## src/rtl/pioTxPkg.sv

```systemverilog
package pioTxPkg;
  localparam int WIN_ADDR_W = 4;
  localparam int DATA_W     = 16;
  localparam int LANES      = DATA_W / 8;

  localparam logic [WIN_ADDR_W-1:0] OFS_CTRL = 4'h0;
  localparam logic [WIN_ADDR_W-1:0] OFS_DATA = 4'h2;
  localparam logic [WIN_ADDR_W-1:0] OFS_SIZE = 4'h4;

  localparam int BIT_DONE    = 2;
  localparam int BIT_START   = 3;
  localparam int BIT_SUSPEND = 7;

  typedef struct packed {
    logic             loadHold;
    logic             emitHold;
    logic             emitDirect;
    logic             clearHold;
    logic [LANES-1:0] lanes;
    logic             sof;
    logic             eof;
  } pioStrobe_t;
endpackage

```

## src/rtl/pioTxCtrl.sv

```systemverilog
module pioTxCtrl
  import pioTxPkg::*;
#(
  parameter bit LEGACY = 1'b0
) (
  input  logic                  clk,
  input  logic                  rstN,
  input  logic                  hostWrEn,
  input  logic [WIN_ADDR_W-1:0] hostAddr,
  input  logic [DATA_W-1:0]     hostWrData,
  input  logic                  holdValid,
  output pioStrobe_t            strobe,
  output logic                  suspended,
  output logic [LANES-1:0]      laneEn,
  output logic                  errFlag
);
  logic ctrlWr, dataWr, accept;
  logic frameOpen, sofPending;
  logic [LANES-1:0] newLanes;

  assign ctrlWr   = hostWrEn && (hostAddr == OFS_CTRL);
  assign dataWr   = hostWrEn && (hostAddr == OFS_DATA);
  assign accept   = frameOpen && !suspended;
  assign newLanes = hostWrData[LANES-1:0];

  always_comb begin
    strobe = '0;
    if (dataWr && accept) begin
      if (LEGACY) begin
        strobe.loadHold = 1'b1;
        if (holdValid) begin
          strobe.emitHold = 1'b1;
          strobe.lanes    = laneEn;
        end
      end else begin
        strobe.emitDirect = 1'b1;
        strobe.lanes      = laneEn;
      end
    end
    if (ctrlWr) begin
      if (hostWrData[BIT_START]) begin
        strobe.clearHold = 1'b1;
      end else if (frameOpen && !hostWrData[BIT_SUSPEND]) begin
        if (LEGACY && holdValid && (newLanes != '0)) begin
          strobe.emitHold  = 1'b1;
          strobe.lanes     = newLanes;
          strobe.clearHold = 1'b1;
        end
        if (hostWrData[BIT_DONE]) begin
          strobe.eof       = 1'b1;
          strobe.clearHold = 1'b1;
        end
      end
    end
    strobe.sof = sofPending && (strobe.lanes != '0) &&
                 (strobe.emitHold || strobe.emitDirect);
  end

  always_ff @(posedge clk or negedge rstN) begin
    if (!rstN) begin
      suspended  <= 1'b0;
      laneEn     <= '0;
      frameOpen  <= 1'b0;
      sofPending <= 1'b0;
      errFlag    <= 1'b0;
    end else begin
      if (ctrlWr) begin
        suspended <= hostWrData[BIT_SUSPEND];
        laneEn    <= newLanes;
      end
      if (ctrlWr && hostWrData[BIT_START]) begin
        frameOpen  <= 1'b1;
        sofPending <= 1'b1;
      end else begin
        if (strobe.eof) frameOpen <= 1'b0;
        if (strobe.sof) sofPending <= 1'b0;
      end
      if (dataWr && !accept) errFlag <= 1'b1;
    end
  end

  AST_ERR_STICKY: assert property (@(posedge clk) disable iff (!rstN)
    errFlag |=> errFlag);
  AST_DROP_SETS_ERR: assert property (@(posedge clk) disable iff (!rstN)
    (dataWr && !frameOpen) |=> errFlag);
  AST_EOF_ONLY_OPEN: assert property (@(posedge clk) disable iff (!rstN)
    strobe.eof |-> frameOpen);
endmodule

```

## src/rtl/pioTxData.sv

```systemverilog
module pioTxData
  import pioTxPkg::*;
(
  input  logic              clk,
  input  logic              rstN,
  input  pioStrobe_t        strobe,
  input  logic [DATA_W-1:0] hostWrData,
  output logic              holdValid,
  output logic [LANES-1:0]  outLaneValid,
  output logic [DATA_W-1:0] outData,
  output logic              outSof,
  output logic              outEof
);
  logic [DATA_W-1:0] holdReg;
  logic [DATA_W-1:0] srcData;
  logic              emitAny;

  assign emitAny = strobe.emitDirect || strobe.emitHold;
  assign srcData = strobe.emitHold ? holdReg : hostWrData;

  always_ff @(posedge clk or negedge rstN) begin
    if (!rstN) begin
      holdReg   <= '0;
      holdValid <= 1'b0;
    end else if (strobe.loadHold) begin
      holdReg   <= hostWrData;
      holdValid <= 1'b1;
    end else if (strobe.clearHold) begin
      holdValid <= 1'b0;
    end
  end

  for (genvar i = 0; i < LANES; i++) begin : gLane
    always_ff @(posedge clk or negedge rstN) begin
      if (!rstN) begin
        outLaneValid[i]    <= 1'b0;
        outData[8*i +: 8]  <= '0;
      end else begin
        outLaneValid[i]    <= emitAny && strobe.lanes[i];
        outData[8*i +: 8]  <= (emitAny && strobe.lanes[i]) ? srcData[8*i +: 8] : 8'h00;
      end
    end
  end

  always_ff @(posedge clk or negedge rstN) begin
    if (!rstN) begin
      outSof <= 1'b0;
      outEof <= 1'b0;
    end else begin
      outSof <= strobe.sof;
      outEof <= strobe.eof;
    end
  end

  AST_SOF_WITH_BYTES: assert property (@(posedge clk) disable iff (!rstN)
    outSof |-> (outLaneValid != '0));
  AST_HOLD_ONE_DEEP: assert property (@(posedge clk) disable iff (!rstN)
    strobe.emitHold |-> holdValid);
endmodule

```

## src/rtl/pioTxPort.sv

```systemverilog
module pioTxPort
  import pioTxPkg::*;
#(
  parameter bit          LEGACY   = 1'b0,
  parameter logic [15:0] BUF_SIZE = 16'd1024
) (
  input  logic        clk,
  input  logic        rstN,
  input  logic        hostWrEn,
  input  logic [3:0]  hostAddr,
  input  logic [15:0] hostWrData,
  output logic [15:0] hostRdData,
  output logic [1:0]  outLaneValid,
  output logic [15:0] outData,
  output logic        outSof,
  output logic        outEof,
  output logic        suspended,
  output logic        errFlag
);
  pioStrobe_t       strobe;
  logic             holdValid;
  logic [LANES-1:0] laneEn;

  pioTxCtrl #(.LEGACY(LEGACY)) u_ctrl (
    .clk(clk), .rstN(rstN), .hostWrEn(hostWrEn), .hostAddr(hostAddr),
    .hostWrData(hostWrData), .holdValid(holdValid), .strobe(strobe),
    .suspended(suspended), .laneEn(laneEn), .errFlag(errFlag)
  );

  pioTxData u_data (
    .clk(clk), .rstN(rstN), .strobe(strobe), .hostWrData(hostWrData),
    .holdValid(holdValid), .outLaneValid(outLaneValid), .outData(outData),
    .outSof(outSof), .outEof(outEof)
  );

  always_comb begin
    hostRdData = '0;
    if (hostAddr == OFS_SIZE) begin
      hostRdData = BUF_SIZE;
    end else if (hostAddr == OFS_CTRL) begin
      hostRdData[BIT_SUSPEND]  = suspended;
      hostRdData[LANES-1:0]    = laneEn;
    end
  end

  AST_SUSP_NO_BYTES: assert property (@(posedge clk) disable iff (!rstN)
    (suspended && !(hostWrEn && hostAddr == OFS_CTRL)) |=> (outLaneValid == '0));
endmodule

```

## config.mk

```make
export PLATFORM = sky130hd
export DESIGN_NAME = pioTxPort
export DESIGN_NICKNAME = d
export VERILOG_FILES = /design/src/rtl/pioTxPkg.sv /design/src/rtl/pioTxCtrl.sv /design/src/rtl/pioTxData.sv /design/src/rtl/pioTxPort.sv
export SDC_FILE = /design/constraint.sdc
export NUM_CORES = 1
export LEC_CHECK = 0
export BUFFER_PORTS_ARGS = -buffer_cell sky130_fd_sc_hd__buf_2
export CORE_ASPECT_RATIO = 0.7
export CORE_MARGIN = 4
export CORE_UTILIZATION = 45
export CTS_BUF_LIST = sky130_fd_sc_hd__clkbuf_4
export DETAILED_ROUTE_END_ITERATION = 12
export HOLD_SLACK_MARGIN = 0.02
export PLACE_DENSITY = 0.82
export SLEW_MARGIN = 20
export SYNTH_ARGS = -nofsm -noshare
export SYNTH_HDL_FRONTEND = slang
export SYNTH_SLANG_ARGS = --single-unit
```

## constraint.sdc

```tcl
create_clock -name clk -period 1.4 [get_ports clk]
set_input_delay 0.07 -clock clk [delete_from_list [all_inputs] [get_ports clk]]
set_output_delay 0.07 -clock clk [all_outputs]
set_load 0.1 [all_outputs]
```

== Word-level counts from Yosys, hierarchy flattened ==
Cells that the tools add are included.

* Bits of input ports: 23
* Register bits after elaboration: 26
* Output and inout bits: 38
* Word-level logic and storage cells: 48

* Equal/unequal tests: 2
* Reductions and logical operators: 18
* Muxes and demuxes: 17

{| class="wikitable"
|+ Operators with widths
! operator !! number
|-
| $mux 8 || 2
|-
| $logic_and 1x1->1 || 11
|-
| $mux 1 || 11
|-
| $mux 2 || 3
|-
| $reduce_bool 2->1 || 3
|-
| $eq 4x2->1 const B || 1
|-
| $eq 4x3->1 const B || 1
|-
| $logic_not 4->1 || 1
|-
| $logic_not 1->1 || 3
|-
| $mux 3 || 1
|}

== Depth between registers and ports, before layout ==
Gate-level depths: netlist of the first run.

* Depth after elaboration: 9
* Gate-level depth with buffers: 3
* Depth with buffers taken out: 3

== Hierarchy ==
Synthesis of the first run repeated with hierarchy kept, for this count alone.

* Cells, all modules: 150
* Area, all modules: 1949.4 µm²

{| class="wikitable"
|+ Modules (own cells, without submodules)
! module !! area each (µm²) !! times used !! seq. area each (µm²) !! cells each
|-
| pioTxData || 1458.9 || 1 || 925.9 || 100
|-
| pioTxCtrl || 356.6 || 1 || 150.1 || 32
|-
| pioTxPort || 133.9 || 1 || 0.0 || 18
|}

== Least setup slack after synthesis of the first run ==
Ideal clock, no wire load.

* Kind: input to output
* From: input hostAddr[3]
* To: output hostRdData[10]
* Stages on the path: 1
* Arrival time: 3221 ps
* Required time: 1330 ps
* Slack: -1891 ps
* Path buffers: 0
* Path through: nor4b_1

* Word-level cells in the longest chain between the ends: 2

{| class="wikitable"
|+ RTL lines
! element !! RTL line !! text
|-
| start: declaration || pioTxPort.sv:10 || <nowiki>input logic [3:0] hostAddr,</nowiki>
|-
| $eq 4x3->1 || pioTxPort.sv:38 || <nowiki>if (hostAddr == OFS_SIZE) begin</nowiki>
|-
| $mux 3 || pioTxPort.sv:38 ||
|-
| end: declaration || pioTxPort.sv:12 || <nowiki>output logic [15:0] hostRdData,</nowiki>
|}

Every way passes these cells.

== Final worst setup path of the first run ==
* From: register u_ctrl.suspended
* To: register u_data.outData[13]

* Word-level cells in the longest chain between the ends: 6
* Elaborated cells on any way between the ends: 7
* Those cells by class: 3 x mux; 4 x reduce/logical

{| class="wikitable"
|+ RTL lines
! element !! RTL line !! text
|-
| start: declaration || pioTxCtrl.sv:13 || <nowiki>output logic suspended,</nowiki>
|-
| start signal: assignment || pioTxCtrl.sv:68 || <nowiki>suspended <= hostWrData[BIT_SUSPEND];</nowiki>
|-
| $logic_not 1->1 * || pioTxCtrl.sv:23 || <nowiki>assign accept = frameOpen && !suspended;</nowiki>
|-
| $logic_and 1x1->1 * || pioTxCtrl.sv:23 ||
|-
| $logic_and 1x1->1 * || pioTxCtrl.sv:28 || <nowiki>if (dataWr && accept) begin</nowiki>
|-
| $mux 1 / $mux 2 (equally long branches) || pioTxCtrl.sv:28 ||
|-
| $logic_and 1x1->1 * || pioTxData.sv:40 || <nowiki>outData[8*i +: 8] <= (emitAny && strobe.lanes[i]) ? srcData[8*i +: 8] : 8'h00;</nowiki>
|-
| $mux 8 * || pioTxData.sv:40 ||
|-
| end signal: indexed assignment || pioTxData.sv:40 ||
|-
| end: declaration || pioTxData.sv:10 || <nowiki>output logic [DATA_W-1:0] outData,</nowiki>
|}

Every way passes the cells marked *; elsewhere a longest branch is shown, timed or not.
A chain may end at the register's enable or synchronous reset.

==> results of run 1 <==
## Yosys cell counts
library cell and n:
nor3_4 2, nand2b_1 1, nor3b_1 2, dfrtp_1 26, inv_1 4, conb_1 1, mux2_2 3, or3b_4 1
o21ai_0 1, o31ai_1 1, nand4bb_4 1, buf_4 12, o2bb2ai_1 1, nand4b_1 1, and3_1 3, nor4b_1 2
nand2_1 1, a41o_1 1, nor2_1 3, and2_1 15, nor4_1 1
## final cells by class
class                           instances  share of cell area
Inverter                                4             0.00936
Timing Repair Buffer                   66               0.289
Multi-Input combinational cell         52               0.236
Sequential cell                        26               0.408
Clock buffer                            3              0.0140
Tap cell                               32              0.0250
Clock inverter                          1              0.0187
## layer usage
| layer | track usage | part of all wire |
|---|---|---|
| met5 | 0 | 0 |
| met4 | 0.0405 | 0.015 |
| met3 | 0.0438 | 0.081 |
| met2 | 0.287 | 0.51 |
| met1 | 0.207 | 0.40 |
## sequential cells by signal (all words and copies together), names as in the netlist
name and flops:
u_ctrl.laneEn 2, u_data.outSof 1, u_ctrl.sofPending 1, u_data.outEof 1, u_ctrl.errFlag 1, u_ctrl.frameOpen 1
u_data.outLaneValid 2, u_data.outData 16, u_ctrl.suspended 1
## final timing paths
path / start / end / slack, ns / cells past startpoint
max: u_ctrl.suspended / u_data.outData[13] / 0.1 / 3
max reg2reg: u_ctrl.suspended / u_data.outData[13] / 0.1 / 3
min: hostAddr[1] / u_ctrl.errFlag / 0.12 / 2
min reg2reg: u_ctrl.errFlag / u_ctrl.errFlag / 0.50 / 1
min in group asynchronous: rstN / u_data.outData[3] / 0.26 / 2
max in group asynchronous: rstN / u_ctrl.suspended / 0.73 / 2
## power by group through the flow
stage          Combinational [mW]  Sequential (mW)  Clock, mW
4_1_cts                     0.517            0.842      0.516
5_1_grt                     0.546            0.851      0.551
6_report                    0.521            0.843      0.504
3_5_place_dp                0.481            0.857          0
2_1_floorplan               0.284            0.968          0
3_3_place_gp                0.472            0.852          0
## per-stage QoR
step                      cell area, um2  worst slack [ns]  hold slack [ns]   util
after global placement              1380             0.106           0.0793  0.626
final                               1600            0.0951            0.122  0.727
after detailed placement            1380            0.0764           0.0858  0.626
after CTS                           1600            0.0494            0.110  0.727
after floorplan                     1140           0.00626           -0.226      -
after global routing                1600           0.00671            0.107  0.727
## critical path, delay by kind of cell, from the launching register on
kind             cells  cell delay [ns]
and+or+nand+nor      3             0.73
DFF                  1             0.51
## kinds of logic after synthesis
kind of cell    count (synthesis)  share of synthesized area
buf+inv                        16                     0.0976
other cells                     1                    0.00348
compound gates                  4                     0.0290
simple gates                   33                      0.235
flops                          26                      0.604
mux                             3                     0.0314
## repair_timing
action / CTS / global route
hold buffers: 17 / 0
resized for setup: 0 / 0
setup endpoints to repair: 0 / 7
endpoints found under the hold margin: 45 / 0
==> flow_summary.ini, run 1 <==
[outcome]
status = finished, final reports clean

[floorplanning]
start_util = 0.488
dieArea_um2 = 3250
fp.dieW_um = 66.5
rows = 14
fp.dieH_um = 48.9
core-area_um2 = 2210
ios = 61

[hold_path]
min_path_type = input port to flip-flop

[logic_synthesis]
synth_cell_types = 21
synth_top_area_share = 0.604
synth_area_leader_cell = dfrtp_1
ys_seq_area_frac = 0.604
synth_area_leaders = dfrtp_1, and2_1, buf_4
synth_area_um2 = 1080
ys_warn_count = 0
synth-seq-cells = 26
syn_inst = 83
postSynthAreaPerCell_um2 = 13.0

[finish]
multi_input_area_um2 = 379
layout.cells.most_common = buf_2
nets = 176
drive_above_1_share = 0.414
diodes = 0
nFillCells = 178
syn_to_final_growth_pct = 48.9
final_cell_mix = buf_2, dfrtp_1, dlygate4sd3_1
final_cells = 184
regArea_um2 = 654

[place]
dp_hpwl_um = 1890
port_buffers = 48
place.gp.congestion = 0.840
dp_cells = 163

[sta]
rsz0062_at_grt = no
period_share = 0.932
clock_skew_ns = 0.00559
fmaxAchievable_mhz = 766
setup_tns_ns = 0
worst_pin_slew_ns = 0.548
finalMaxSlewViolations = 0
final_hold_viol_count = 0
setup_viol = 0
period_needed_ns = 1.30
relSlewSlack = 0.634

[global_route]
grtUsageTotal = 0.167
antenna_found_initial = 0
grt_pass1_vias = 871
grt_overflow_total = 0
grt_pass1_wl_um = 4080
grt_max_degree = 27

[power_and_ir_drop]
power_frac_clock = 0.270
internal_power_mw = 1.22
p_sw_mw = 0.644
power.total_mw = 1.87
p_comb_frac = 0.279
irDropWorstVdd_v = 0.000760
leakagePower_nw = 0.880
seqPwrFrac = 0.452
swShare = 0.345
powerDensity_nw_per_um2 = 1160

[cts]
clkSlewWorstSetupHoldPaths_ns = 0.13
cts-root-buf = clkbuf_4
clk_latency_ns = 0.32
cts_setup_buffers = 0
cts_tree = done
cts_buffers = 3
clock_sinks = 26
clockBufferDepth = 2
h-tree-depth = 1

[detailed_routing]
dr.first_iter.drc_count = 24
drt_wl_total_um = 2570
dr.pass1.iters = 4
routedWlPerCell_um = 13.9
via_count = 846
remaining_drc_errors = 0
vias_per_cell = 4.60
detail-route-antenna-nets = 0

[setup_path]
cp-end-kind = flip-flop
worstSetupPathType = flip-flop to flip-flop
critPathRequiredTime_ns = 1.66
path_cells = nand4bb_4 -> nor3_4 -> and2_1
cp_slowest_cell = dfrtp_4
worst-path-max-fanout = 9
worstPathArrival_ns = 1.57
startpoint_type = flip-flop
critical_path.max_stage_delay_ns = 0.51

[flow_run]
drv_cap = 0
(Power assumes the default switching activity.)
==> run 2: changes to the inputs <==
- clock period: 1.4 -> 1.5 ns (I/O delays scaled with it)
==> run 2 against run 1 <==
Hold slack better by 0.011 ns. First-iteration DRC count increased by 110%. Final cell count fell by 0.54%. Setup slack better by 0.0092 ns. Flip-flop and latch count stayed put. Clock power shrank 44%. Critical path type is now flip-flop to output port.
==> flow_summary.ini, run 2 (same netlist as run 1, synthesis figures left out) <==
[finish]
syn_to_final_growth_pct = 41.3
nets = 175
final_cells = 183
final_cell_mix = buf_2, dfrtp_1, dlygate4sd3_1
diodes = 0
largestRegisters = u_data.outData x16, u_ctrl.laneEn x2, u_data.outLaneValid x2
drive_above_1_share = 0.404
top_register = u_data.outData
nFillCells = 172
finish.utilization = 0.690
final_cell_area_um2 = 1520
largest_reg_flops = 16
layout.cells.most_common = buf_2

[floorplanning]
rows = 14
fp.dieW_um = 66.5
dieArea_um2 = 3250
ios = 61
fp.dieH_um = 48.9
start_util = 0.488
core-area_um2 = 2210

[power_and_ir_drop]
power_frac_clock = 0.183
irDropWorstVdd_v = 0.000699
leakagePower_nw = 0.854
seqPwrFrac = 0.511
p_sw_mw = 0.573
powerDensity_nw_per_um2 = 1010
internal_power_mw = 0.958
swShare = 0.374
power.total_mw = 1.53
p_comb_frac = 0.307

[detailed_routing]
dr.pass1.iters = 4
remaining_drc_errors = 0
route.met2.wl_um = 1080
vias_per_cell = 4.43
wl_met1_um = 858
wl_met3_um = 282
via_count = 810
detail-route-antenna-nets = 0
routedWlPerCell_um = 12.2
top_layer_used = met4
drt_wl_total_um = 2230
dr.first_iter.drc_count = 50

[sta]
setup_viol = 0
finalMaxSlewViolations = 0
hold_ws_ns = 0.133
relSlewSlack = 0.633
clock_skew_ns = 0.00350
final_hold_viol_count = 0
fin_ws_ns = 0.104
fmaxAchievable_mhz = 716
period_needed_ns = 1.40
rsz0062_at_grt = no
period_share = 0.930
worst_pin_slew_ns = 0.550
setup_tns_ns = 0

[cts]
cts-root-buf = clkbuf_4
cts_tree = done
cts_buffers = 3
cts_setup_buffers = 0
cts_resized = 0
clockBufferDepth = 2
ctsHoldBuffers = 17
clkSlewWorstSetupHoldPaths_ns = 0.12
clock_sinks = 26
clk_latency_ns = 0.31
h-tree-depth = 1

[outcome]
status = finished, final reports clean

[hold_path]
min_path_type = input port to flip-flop

[global_route]
grt_pass1_wl_um = 3690
antenna_found_initial = 0
grtUsageTotal = 0.149
grt_overflow_total = 0
grt_max_degree = 27
grt_pass1_vias = 769

[setup_path]
cp-end-kind = output port
worstSetupPathType = flip-flop to output port
critPathRequiredTime_ns = 1.42
startpoint_type = flip-flop
worstPathArrival_ns = 1.32
worst-path-max-fanout = 5

[place]
dp_cells = 162
port_buffers = 48
dp_hpwl_um = 1700
dpl_cell_area_um2 = 1330
place.gp.congestion = 0.912
pre_cts_ws_ns = 0.269

[flow_run]
drv_cap = 0
[run 2: worst paths after layout]
check	endpoint	cells after the start	slack (ns)	startpoint
hold / removal	u_ctrl.errFlag	2	0.13	hostAddr[1]
max in group asynchronous	u_ctrl.suspended	2	0.82	rstN
setup reg to reg	u_data.outData[13]	3	0.25	u_ctrl.suspended
min in group asynchronous	u_data.outData[3]	2	0.29	rstN
hold reg to reg	u_ctrl.errFlag	1	0.49	u_ctrl.errFlag
setup / recovery	hostRdData[7]	2	0.10	u_ctrl.suspended
[run 2: metal layers]
| metal | vias up | track usage |
|---|---|---|
| met3 | 2 | 0.0714 |
| met1 | 375 | 0.180 |
| li1 | 387 | - |
| met2 | 46 | 0.247 |
| met5 | - | 0 |
| met4 | 0 | 0.0203 |
[run 2: layout make-up]
class	instances	area (um2)	area share
repair buffers	65	410	0.270
multi-input cells	52	379	0.249
inverters	4	15.0	0.00986
well taps	32	40.0	0.0263
flip-flops and latches	26	652	0.428
clock inverters	1	3.75	0.00247
clock buffers	3	22.5	0.0148
[run 2: critical path: stages (launching register included)]
cell and delay, ns:
dfrtp_2 0.42, and3_2 0.18, buf_2 0.42
[run 2: power groups by stage]
stage	sequential, mW	combinational (mW)	clock (mW)
2_1_floorplan	0.900	0.265	0
3_3_place_gp	0.793	0.430	0
3_5_place_dp	0.795	0.437	0
4_1_cts	0.780	0.471	0.290
5_1_grt	0.790	0.495	0.323
6_report	0.782	0.469	0.280
